File: src/rtl/tcap_pkg.sv
package tcap_pkg;

    typedef enum logic [1:0] {
        EDGE_NONE = 2'b00,
        EDGE_RISE = 2'b01,
        EDGE_FALL = 2'b10,
        EDGE_BOTH = 2'b11
    } edge_sel_e;

    typedef enum logic {
        FLG_IDLE = 1'b0,
        FLG_PEND = 1'b1
    } flag_state_e;

endpackage

File: src/rtl/tcap_sync_edge.sv
module tcap_sync_edge
    import tcap_pkg::*;
#(
    parameter int SYNC_STAGES = 2
) (
    input  logic       clk,
    input  logic       rst_n,
    input  logic       pin_i,
    input  logic       run_i,
    input  logic [1:0] edge_sel_i,
    output logic       cap_pulse_o
);

    localparam int LAST = SYNC_STAGES - 1;

    logic [SYNC_STAGES-1:0] sync_q;
    logic                   dly_q;
    logic                   pin_s;
    logic                   rise;
    logic                   fall;
    logic                   hit;
    edge_sel_e              sel;

    generate
        if (SYNC_STAGES == 1) begin : g_single
            always_ff @(posedge clk or negedge rst_n) begin
                if (!rst_n) sync_q <= '0;
                else        sync_q <= pin_i;
            end
        end else begin : g_chain
            always_ff @(posedge clk or negedge rst_n) begin
                if (!rst_n) sync_q <= '0;
                else        sync_q <= {sync_q[SYNC_STAGES-2:0], pin_i};
            end
        end
    endgenerate

    assign pin_s = sync_q[LAST];

    always_ff @(posedge clk or negedge rst_n) begin
        if (!rst_n) dly_q <= 1'b0;
        else        dly_q <= pin_s;
    end

    always_comb begin
        sel  = edge_sel_e'(edge_sel_i);
        rise = pin_s & ~dly_q;
        fall = ~pin_s & dly_q;
        unique case (sel)
            EDGE_NONE: hit = 1'b0;
            EDGE_RISE: hit = rise;
            EDGE_FALL: hit = fall;
            EDGE_BOTH: hit = rise | fall;
            default:   hit = 1'b0;
        endcase
        cap_pulse_o = hit & run_i;
    end

    // a rising-only trigger fires only when the synchronized pin has just gone high
    assert_rise_level_R2: assert property (@(posedge clk) disable iff (!rst_n)
        (cap_pulse_o && edge_sel_i == 2'b01) |-> (pin_s && !dly_q));

    // a falling-only trigger fires only when the synchronized pin has just gone low
    assert_fall_level_R2: assert property (@(posedge clk) disable iff (!rst_n)
        (cap_pulse_o && edge_sel_i == 2'b10) |-> (!pin_s && dly_q));

    // a pulse needs the delay stage to differ from the synchronizer output
    assert_edge_needs_change_R4: assert property (@(posedge clk) disable iff (!rst_n)
        cap_pulse_o |-> (pin_s != dly_q));

endmodule

File: src/rtl/tcap_flag_fsm.sv
module tcap_flag_fsm
    import tcap_pkg::*;
(
    input  logic clk,
    input  logic rst_n,
    input  logic cap_pulse_i,
    input  logic clr_i,
    input  logic irq_en_i,
    output logic flag_o,
    output logic irq_o
);

    flag_state_e state_q;
    flag_state_e state_d;

    always_comb begin
        state_d = state_q;
        unique case (state_q)
            FLG_IDLE: if (cap_pulse_i)          state_d = FLG_PEND;
            FLG_PEND: if (clr_i && !cap_pulse_i) state_d = FLG_IDLE;
            default:                             state_d = FLG_IDLE;
        endcase
    end

    always_ff @(posedge clk or negedge rst_n) begin
        if (!rst_n) state_q <= FLG_IDLE;
        else        state_q <= state_d;
    end

    always_comb begin
        flag_o = (state_q == FLG_PEND);
        irq_o  = flag_o & irq_en_i;
    end

    // every capture leaves the flag set
    assert_flag_set_R5: assert property (@(posedge clk) disable iff (!rst_n)
        cap_pulse_i |=> flag_o);

    // a lone clear drops the flag
    assert_flag_clear_R5: assert property (@(posedge clk) disable iff (!rst_n)
        (clr_i && !cap_pulse_i) |=> !flag_o);

    // without a clear, a set flag stays set
    assert_flag_sticky_R5: assert property (@(posedge clk) disable iff (!rst_n)
        (flag_o && !clr_i) |=> flag_o);

    // capture beats a coincident clear
    assert_capture_wins_R6: assert property (@(posedge clk) disable iff (!rst_n)
        (cap_pulse_i && clr_i) |=> flag_o);

endmodule

File: src/rtl/tcap_capture_reg.sv
module tcap_capture_reg #(
    parameter int CNT_W = 16
) (
    input  logic             clk,
    input  logic             rst_n,
    input  logic             cap_pulse_i,
    input  logic [CNT_W-1:0] cnt_i,
    output logic [CNT_W-1:0] cap_o
);

    always_ff @(posedge clk or negedge rst_n) begin
        if (!rst_n)           cap_o <= '0;
        else if (cap_pulse_i) cap_o <= cnt_i;
    end

    // the register holds the counter value present at the capture edge
    assert_capture_value_R3: assert property (@(posedge clk) disable iff (!rst_n)
        cap_pulse_i |=> (cap_o == $past(cnt_i)));

    // no capture pulse, no change
    assert_capture_hold_R8: assert property (@(posedge clk) disable iff (!rst_n)
        !cap_pulse_i |=> $stable(cap_o));

endmodule

File: src/rtl/tcap_readout.sv
module tcap_readout #(
    parameter int BYTE_W = 8
) (
    input  logic                clk,
    input  logic                rst_n,
    input  logic [2*BYTE_W-1:0] cap_i,
    input  logic                rd_en_i,
    input  logic                rd_hi_i,
    output logic [BYTE_W-1:0]   rd_data_o
);

    localparam int CNT_W = 2 * BYTE_W;

    logic [BYTE_W-1:0] shadow_q;

    always_ff @(posedge clk or negedge rst_n) begin
        if (!rst_n) begin
            rd_data_o <= '0;
            shadow_q  <= '0;
        end else if (rd_en_i) begin
            if (!rd_hi_i) begin
                rd_data_o <= cap_i[BYTE_W-1:0];
                shadow_q  <= cap_i[CNT_W-1:BYTE_W];
            end else begin
                rd_data_o <= shadow_q;
            end
        end
    end

    // a low-byte read returns the low half of the capture register
    assert_low_read_R9: assert property (@(posedge clk) disable iff (!rst_n)
        (rd_en_i && !rd_hi_i) |=> (rd_data_o == $past(cap_i[BYTE_W-1:0])));

    // a low-byte read followed by a high-byte read pairs halves of one capture
    assert_pair_coherent_R9: assert property (@(posedge clk) disable iff (!rst_n)
        (rd_en_i && !rd_hi_i) |=> (rd_en_i && rd_hi_i) |=> (rd_data_o == $past(cap_i[CNT_W-1:BYTE_W], 2)));

    // the read data changes only on a read strobe
    assert_data_hold_R9: assert property (@(posedge clk) disable iff (!rst_n)
        !rd_en_i |=> $stable(rd_data_o));

endmodule

File: src/rtl/tcap_channel.sv
module tcap_channel #(
    parameter int BYTE_W      = 8,
    parameter int SYNC_STAGES = 2,
    parameter int CNT_W       = 2 * BYTE_W
) (
    input  logic              clk,
    input  logic              rst_n,
    input  logic [CNT_W-1:0]  cnt_i,
    input  logic              run_i,
    input  logic              pin_i,
    input  logic [1:0]        edge_sel_i,
    input  logic              irq_en_i,
    input  logic              flag_clr_i,
    input  logic              rd_en_i,
    input  logic              rd_hi_i,
    output logic [BYTE_W-1:0] rd_data_o,
    output logic              pad_oe_o,
    output logic              flag_o,
    output logic              irq_o
);

    logic             cap_pulse;
    logic [CNT_W-1:0] cap_value;

    assign pad_oe_o = 1'b0;

    tcap_sync_edge #(
        .SYNC_STAGES (SYNC_STAGES)
    ) u_edge (
        .clk         (clk),
        .rst_n       (rst_n),
        .pin_i       (pin_i),
        .run_i       (run_i),
        .edge_sel_i  (edge_sel_i),
        .cap_pulse_o (cap_pulse)
    );

    tcap_capture_reg #(
        .CNT_W (CNT_W)
    ) u_cap (
        .clk         (clk),
        .rst_n       (rst_n),
        .cap_pulse_i (cap_pulse),
        .cnt_i       (cnt_i),
        .cap_o       (cap_value)
    );

    tcap_flag_fsm u_flag (
        .clk         (clk),
        .rst_n       (rst_n),
        .cap_pulse_i (cap_pulse),
        .clr_i       (flag_clr_i),
        .irq_en_i    (irq_en_i),
        .flag_o      (flag_o),
        .irq_o       (irq_o)
    );

    tcap_readout #(
        .BYTE_W (BYTE_W)
    ) u_rd (
        .clk       (clk),
        .rst_n     (rst_n),
        .cap_i     (cap_value),
        .rd_en_i   (rd_en_i),
        .rd_hi_i   (rd_hi_i),
        .rd_data_o (rd_data_o)
    );

    // while the timer is stopped the captured value stays put
    assert_stopped_hold_R8: assert property (@(posedge clk) disable iff (!rst_n)
        !run_i |=> $stable(cap_value));

    // while the timer is stopped the flag cannot rise
    assert_stopped_noflag_R8: assert property (@(posedge clk) disable iff (!rst_n)
        (!run_i && !flag_o) |=> !flag_o);

    // an interrupt request implies a pending flag
    assert_irq_needs_flag_R7: assert property (@(posedge clk) disable iff (!rst_n)
        irq_o |-> (flag_o && irq_en_i));

endmodule

File: config.mk
export PLATFORM = sky130hd
export DESIGN_NAME = tcap_channel
export DESIGN_NICKNAME = d
export VERILOG_FILES = /design/src/rtl/tcap_pkg.sv /design/src/rtl/tcap_sync_edge.sv /design/src/rtl/tcap_flag_fsm.sv /design/src/rtl/tcap_capture_reg.sv /design/src/rtl/tcap_readout.sv /design/src/rtl/tcap_channel.sv
export SDC_FILE = /design/constraint.sdc
export NUM_CORES = 1
export LEC_CHECK = 0
export ABC_AREA = 1
export CAP_MARGIN = 20
export CELL_PAD_IN_SITES_DETAIL_PLACEMENT = 2
export CELL_PAD_IN_SITES_GLOBAL_PLACEMENT = 2
export CORE_MARGIN = 2
export CORE_UTILIZATION = 39
export CTS_CLUSTER_DIAMETER = 30
export DETAILED_ROUTE_END_ITERATION = 10
export DONT_BUFFER_PORTS = 1
export PLACE_DENSITY_LB_ADDON = 0.08
export SLEW_MARGIN = 20
export SYNTH_ARGS = -nofsm -noshare
export SYNTH_HDL_FRONTEND = slang
export SYNTH_SLANG_ARGS = --single-unit
export TNS_END_PERCENT = 50
File: constraint.sdc
create_clock -name clk -period 3.2 [get_ports clk]
set_input_delay 0.32 -clock clk [delete_from_list [all_inputs] [get_ports clk]]
set_output_delay 0.32 -clock clk [all_outputs]
set_load 0.01 [all_outputs]
Word-level counts from Yosys, hierarchy flattened
Cells that the tools add are included.
- reduce and logical (&&, ||, !) cells: 4
- bitwise operators: 9
- eq/ne operators: 3
- mux-type cells: 5
- operators with widths (cell ; count):
    8-bit two-way mux ; 1
    1-bit AND ; 4
    2-bit equality test, second input constant ; 2
    1-bit inverter ; 4
    1-bit case mux with 4 select lines ; 1
    2-bit by 1-bit equality test with 1-bit output, second input constant ; 1
    2-bit zero test ; 1
    1-bit two-way mux ; 2
    1-bit case mux with 2 select lines ; 1
    2-bit AND reduction ; 1
    1-bit logical AND ; 1
    1-bit zero test ; 1
    1-bit bitwise OR ; 1
- output and inout bits: 11
- logic and storage cells: 27
- bits in registers: 36

Depth between registers and ports, before layout
Gate-level depths: netlist of the first run.
- word-level depth: 9
- mapped depth: 9
- gate-level depth less buffers: 8

Hierarchy
A second synthesis of the first run with hierarchy kept.
- cells, all modules: 198
- area, all modules: 1644.1 um2
- modules (own cells, without submodules) (module ; times used ; area an instance (um2) ; cells each ; sequential area each (um2)):
    tcap_readout ; 1 ; 792.0 ; 103 ; 400.4
    tcap_capture_reg ; 1 ; 644.4 ; 68 ; 400.4
    tcap_sync_edge ; 1 ; 148.9 ; 18 ; 75.1
    tcap_flag_fsm ; 1 ; 47.5 ; 7 ; 25.0
    tcap_channel ; 1 ; 11.3 ; 2 ; 0.0

Least setup slack after synthesis of the first run
No wires, ideal clock.
- path kind: register to register
- start point: register u_edge.sync_q[1]
- end point: register u_cap.cap_o[5]
- clock period less this slack: 1319 ps
- path buffers: 1
- stages on the path, launching flop included: 8
- arrival: 1203 ps
- setup slack: 1881 ps
- cell sequence: dfrtp_1 -> ha_1 -> inv_1 -> nand2_1 -> nand3_2 -> buf_2 -> nand3_1 -> nand2_1
- cells in the longest elaborated chain, start to end: 5
- RTL lines (element ; line ; source):
    start: declaration ; tcap_sync_edge.sv:16 ; logic [SYNC_STAGES-1:0] sync_q;
    start signal: assignment ; tcap_sync_edge.sv:33 ; else sync_q <= {sync_q[SYNC_STAGES-2:0], pin_i};
    1-bit inverter ; tcap_sync_edge.sv:48 ; fall = ~pin_s & dly_q;
    1-bit AND ; tcap_sync_edge.sv:48 ;
    1-bit bitwise OR ; tcap_sync_edge.sv:53 ; EDGE_BOTH: hit = rise | fall;
    1-bit case mux with 4 select lines * ; tcap_sync_edge.sv:49 ; unique case (sel)
    1-bit AND * ; tcap_sync_edge.sv:56 ; cap_pulse_o = hit & run_i;
    end signal: assignment ; tcap_capture_reg.sv:13 ; else if (cap_pulse_i) cap_o <= cnt_i;
    end: declaration ; tcap_capture_reg.sv:8 ; output logic [CNT_W-1:0] cap_o
Mark *: on every way between the ends. The rest lies on a longest branch, timed or not.
A chain may end at the register's enable or synchronous reset.

Final worst setup path of the first run
- start point: register u_edge.sync_q[1]
- end point: register u_cap.cap_o[1]
The elaborated chain is that of the path after synthesis.

==> flow_metrics.tcl, run 1 <==
set metrics [dict create \
    die-height_um 66.5 \
    crit_chain "ha_1 -> inv_1 -> nand2_1 -> nand3_2 -> nand2_4 -> nand2_1 -> nand2_1" \
    status "finished clean" \
    min_path_type "input pin to flop" \
    ys_async_sr_fraction_pct 100 \
    synth-main-ff-cell "dfrtp_1" \
    clk_latency_ns 0.29 \
    ys_ff_latch 36 \
    regArea_sq_um 901 \
    slowest_stage "dfrtp_1" \
    drc 0 \
    max_freq_mhz 601 \
    cp-end-kind "flop" \
    path_delay_family "simple AND/OR/NAND/NOR gates" \
    required_ns 3.43 \
    switching_share_pct 28.3 \
    period_share_pct 52.0 \
    grt_usage_pct 19.3 \
    cts.htree.levels 2 \
    numClockSinks 36 \
    yosysMostFrequentCell "nand2_1" \
    drv_slew 0 \
    grt_pass1_wl_mm 6.18 \
    pwr-share-clk_pct 31.8 \
    row_count 22 \
    synth_top_area_cell "dfrtp_1" \
    multi_input_area_sq_um 539 \
    core_sq_um 3720 \
    finalHoldViolations 0 \
    io_buffers 0 \
    leakage_uw 0.000849 \
    vdd.ir_drop.worst_v 0.000238 \
    die_w_um 66.5 \
    crit_buf_inv 1 \
    cts_made_buffers 5 \
    syn_nets 197 \
    dp_hpwl_mm 2.62 \
    synth_edf_count 0 \
    cp.arrival_ns 1.89 \
    design_power_total_uw 1050 \
    ant_nets 0 \
    grt_max_degree 37 \
    grt_setup_unrepaired "no" \
    skew_ns 0.00806 \
    layout.nets 197 \
    intPower_uw 750 \
    pwr-share-seq_pct 56.2 \
    cts_tree "yes" \
    crit_path_max_fanout 17 \
    area_growth_pct 8.46 \
    clock_path_buffers 2 \
    critPathMaxStageDelay_ns 0.40 \
    via_per_inst 5.25 \
    synth_area_sq_um 1520 \
    synthTopCellsByArea "dfrtp_1 (59%), nand2_1 (17%), nand3_1 (7.9%), a31oi_1 (3.3%), nor2_1 (2.0%)" \
    yosys.area.top_type_share_pct 59.1 \
    synth_area_per_cell_sq_um 9.02 \
    holdWs_ns 0.0613 \
    drv_cap 0 \
    drive_gt1_share_pct 8.24 \
    setup_viol 0 \
    fillers 416 \
    netSwitchingPower_uw 297 \
    crit_type "flop to flop" \
    boundaryPins 37 \
    crit_top_cell "nand2_1" \
    wl_mm 3.60 \
    synth_seq_area_share_pct 59.1 \
    startpoint_type "flop" \
    yosysWarnings 0 \
    drt-initial-drc-count 44 \
    syn_inst 169 \
    root_buffer "clkbuf_8" \
    period_minus_slack_ns 1.66 \
    routedWlPerCell_um 16.5 \
    path_clk_slew_ns 0.08 \
    combPwrFrac_pct 12.1 \
    antenna_found_initial 0 \
    initial_core_util_pct 41.0 \
    gr-total-overflow 0 \
    die_area_sq_um 4420 \
    synth_common_cells "nand2_1 (68), dfrtp_1 (36), nand3_1 (24)" \
    place_congestion 0.770 \
    p_per_area_nw_per_um2 633 \
    dr.pass1.iters 4 \
    setup_tns_ns 0 \
    diodes 0 \
    grt_pass1_vias 1256 \
    vias 1144 \
    ys_types 18 \
]
-- logic make-up (layout without fill, tap and decap cells) --
logic type | after synthesis | count (layout) | synth area share, %
other | 1 | 1 | 0.246
flip-flops | 36 | 36 | 59.1
AND/OR/NAND/NOR | 103 | 103 | 28.4
adder cells (fa/ha/maj) | 2 | 2 | 1.64
AO/OA/AOI/OAI | 10 | 10 | 5.09
buffers and inverters | 17 | 18 | 5.50
-- path summary, 6_finish.rpt --
path	start	end	slack (ns)	cells past startpoint
min	pin_i	u_edge.sync_q[0]	0.06	0
min in group asynchronous	rst_n	u_rd.rd_data_o[2]	0.49	2
max in group asynchronous	rst_n	u_cap.cap_o[13]	2.52	2
max	u_edge.sync_q[1]	u_cap.cap_o[1]	1.54	7
max reg2reg	u_edge.sync_q[1]	u_cap.cap_o[1]	1.54	7
min reg2reg	u_edge.sync_q[0]	u_edge.sync_q[1]	0.37	0
-- layout by cell type, fill, tap and decap left out, drive strengths merged --
cell and instances:
dlygate4sd3 1, a31oi 8, ha 2, buf 1, conb 1, nor2 8, a21boi 1, nand3 25
clkbuf 6, inv 7, clkinv 3, o21ai 1, nand2 70, dfrtp 36
-- area by class of cell --
| class | instances | area share [%] |
|---|---|---|
| flip-flops and latches | 36 | 54.5 |
| multi-input cells | 116 | 32.6 |
| clock buffers | 6 | 5.00 |
| well taps | 48 | 3.63 |
| repair buffers | 2 | 1.82 |
| inverters | 8 | 1.82 |
| clock inverters | 2 | 0.606 |
-- power by group through the flow --
stage          clock network, uW  registers (uW)  logic, uW
2_1_floorplan                  0             580        102
3_3_place_gp                   0             596        105
3_5_place_dp                   0             597        117
4_1_cts                      344             589        131
5_1_grt                      360             600        154
6_report                     333             588        126
-- stage by stage --
| step | cells | instance area (sq um) | utilization [%] | setup WS [ns] |
|---|---|---|---|---|
| after global routing | 218 | 1650 | 44.5 | 1.35 |
| after floorplan | 169 | 1520 | - | 1.88 |
| after global placement | 208 | 1530 | 41.2 | 1.65 |
| after detailed placement | 208 | 1530 | 41.2 | 1.52 |
| final | 218 | 1650 | 44.5 | 1.54 |
| after CTS | 218 | 1650 | 44.5 | 1.51 |
-- registers in the layout (all words and copies together) (netlist names) --
signal and count:
u_edge.sync_q 2, u_cap.cap_o 16, u_rd.rd_data_o 8, u_rd.shadow_q 8, u_edge.dly_q 1, u_flag.flag_o 1
-- repair_timing --
action / 4_1_cts / 5_1_grt
hold endpoints to repair: 36 / 0
hold buffers: 2 / 0
gates resized for setup: 0 / 0
buffers inserted: 0 / 0
-- routing by layer --
metal / global-route usage, % / vias to the layer above / routed length (um)
li1: - / 535 / -
met1: 26.1 / 574 / 1690
met2: 30.3 / 30 / 1710
met3: 4.39 / 5 / 157
met4: 6.89 / 0 / 43
met5: 0 / - / 0
(Power assumes the default switching activity.)
==> run 2: changes to the inputs <==
CORE_UTILIZATION = 32   (was 39)
clock period = 1.5 ns   (was 3.2 ns; I/O delays follow)
==> run 2 against run 1 <==
Against the previous run:
- flip-flop and latch count unchanged
- global-route usage decreased by 3.5 points
- largest power group unchanged
- final area increased by 7.4%
- largest cell class unchanged
- maximum frequency increased by 18%
- wire length increased by 9.3%
- clock power increased by 93%
- first-iteration DRC count decreased by 16%
- critical path depth increased by 1
- die area increased by 21%
- sequential share of layout area decreased by 3.8 points
==> flow_metrics.tcl, run 2 (synthesis results as in run 1) <==
set metrics [dict create \
    drv_slew 0 \
    diodes 0 \
    setup_tns_ns 0 \
    routedWlPerCell_um 17.0 \
    core_sq_um 4660 \
    largest_reg_flops 16 \
    drc 0 \
    p_per_area_nw_per_um2 1250 \
    drv_cap 0 \
    critPathMaxStageDelay_ns 0.39 \
    numClockSinks 36 \
    min_path_type "input pin to flop" \
    grt_setup_unrepaired "no" \
    gr-total-overflow 0 \
    die_w_um 73.0 \
    dp_hpwl_mm 2.64 \
    grt_pass1_vias 1249 \
    fillers 515 \
    ant_nets 0 \
    area_growth_pct 16.5 \
    slowest_stage "dfrtp_1" \
    dp_slack_ns 0.0712 \
    hold_depth 2 \
    via_per_inst 5.00 \
    cp-end-kind "flop" \
    io_buffers 0 \
    grt_usage_pct 15.7 \
    grt_pass1_wl_mm 6.26 \
    placed_area_sq_um 1570 \
    startpoint_type "flop" \
    clock_path_buffers 2 \
    reg2regPathDepth 8 \
    boundaryPins 37 \
    crit_path_max_fanout 8 \
    antenna_found_initial 0 \
    leakage_uw 0.000890 \
    crit_chain "inv_2 -> ha_1 -> inv_1 -> nand2_2 -> nand3_4 -> clkbuf_16 -> nand3_1 -> nand2_1" \
    status "finished clean" \
    layout_commonest_cell "nand2_1" \
    fin_util_pct 38.1 \
    place_congestion 0.749 \
    die_area_sq_um 5330 \
    root_buffer "clkbuf_8" \
    fin_ws_ns 0.0961 \
    final_cells 231 \
    cts_tree "yes" \
    dpl.cell_count 218 \
    wl_mm 3.93 \
    vdd.ir_drop.worst_v 0.000445 \
    path_depth 8 \
    cp.arrival_ns 1.58 \
    layout_common_cells "nand2_1 (67), dfrtp_1 (36), nand3_1 (22)" \
    max_freq_mhz 712 \
    row_count 25 \
    multi_input_area_sq_um 568 \
    path_clk_slew_ns 0.07 \
    layout.nets 205 \
    crit_buf_inv 3 \
    clk_latency_ns 0.28 \
    drive_gt1_share_pct 11.9 \
    die-height_um 73.0 \
    drt-initial-drc-count 37 \
    regArea_sq_um 901 \
    finalHoldViolations 0 \
    initial_core_util_pct 32.7 \
    cts_setup_buffers 0 \
    crit_type "flop to flop" \
    regMostFlops "u_cap.cap_o" \
    setup_viol 0 \
    reg.largest.list "u_cap.cap_o (16), u_rd.rd_data_o (8), u_rd.shadow_q (8)" \
    grt_max_degree 37 \
    cts.htree.levels 2 \
    vias 1155 \
    cts_made_buffers 5 \
    required_ns 1.67 \
    skew_ns 0.00719 \
    dr.pass1.iters 4 \
    path_delay_family "flip-flops" \
    period_share_pct 93.6 \
    design_area_sq_um 1780 \
    period_minus_slack_ns 1.40 \
]
[run 2: worst paths after layout]
check | startpoint | endpoint | slack, ns
max in group asynchronous | rst_n | u_rd.shadow_q[5] | 0.99
min in group asynchronous | rst_n | u_rd.rd_data_o[4] | 0.32
min | cnt_i[13] | u_cap.cap_o[13] | 0.001
max | u_edge.dly_q | u_cap.cap_o[14] | 0.1
min reg2reg | u_edge.sync_q[0] | u_edge.sync_q[1] | 0.35
max reg2reg | u_edge.dly_q | u_cap.cap_o[14] | 0.1
[run 2: through the flow]
step | hold slack [ns] | total power [uW]
after detailed placement | -0.145 | 1530
after floorplan | -0.146 | 1460
after global placement | -0.145 | 1510
final | 0.00130 | 2220
after CTS | 0.000570 | 2230
after global routing | 0.00205 | 2360
[run 2: what timing repair did]
item,in CTS,in global routing
endpoints found under the hold margin,46,0
setup endpoints to repair,0,16
gates resized for setup,0,10
hold buffers,5,0
[run 2: area by class of cell]
cell class              count  area share [%]
clock buffers               6            4.09
clock inverters             1           0.282
flip-flops and latches     36            50.7
multi-input cells         116            32.0
well taps                  54            3.81
inverters                   8            1.69
repair buffers             10            7.40
[run 2: layer usage]
| layer | track usage [%] | vias up | wire length (um) | share of wire (%) |
|---|---|---|---|---|
| li1 | - | 551 | - | - |
| met1 | 20.2 | 573 | 1770 | 45 |
| met2 | 25.5 | 26 | 1940 | 49 |
| met3 | 4.14 | 5 | 172 | 4.4 |
| met4 | 5.56 | 0 | 51 | 1.3 |
| met5 | 0 | - | 0 | 0 |
[run 2: power breakdown]
part	internal (uW)	leakage (uW)	switching, uW
Sequential	1130	0.000443	117
Clock	316	0.0000410	328
Combinational	135	0.000406	185
Total	1580	0.000890	631
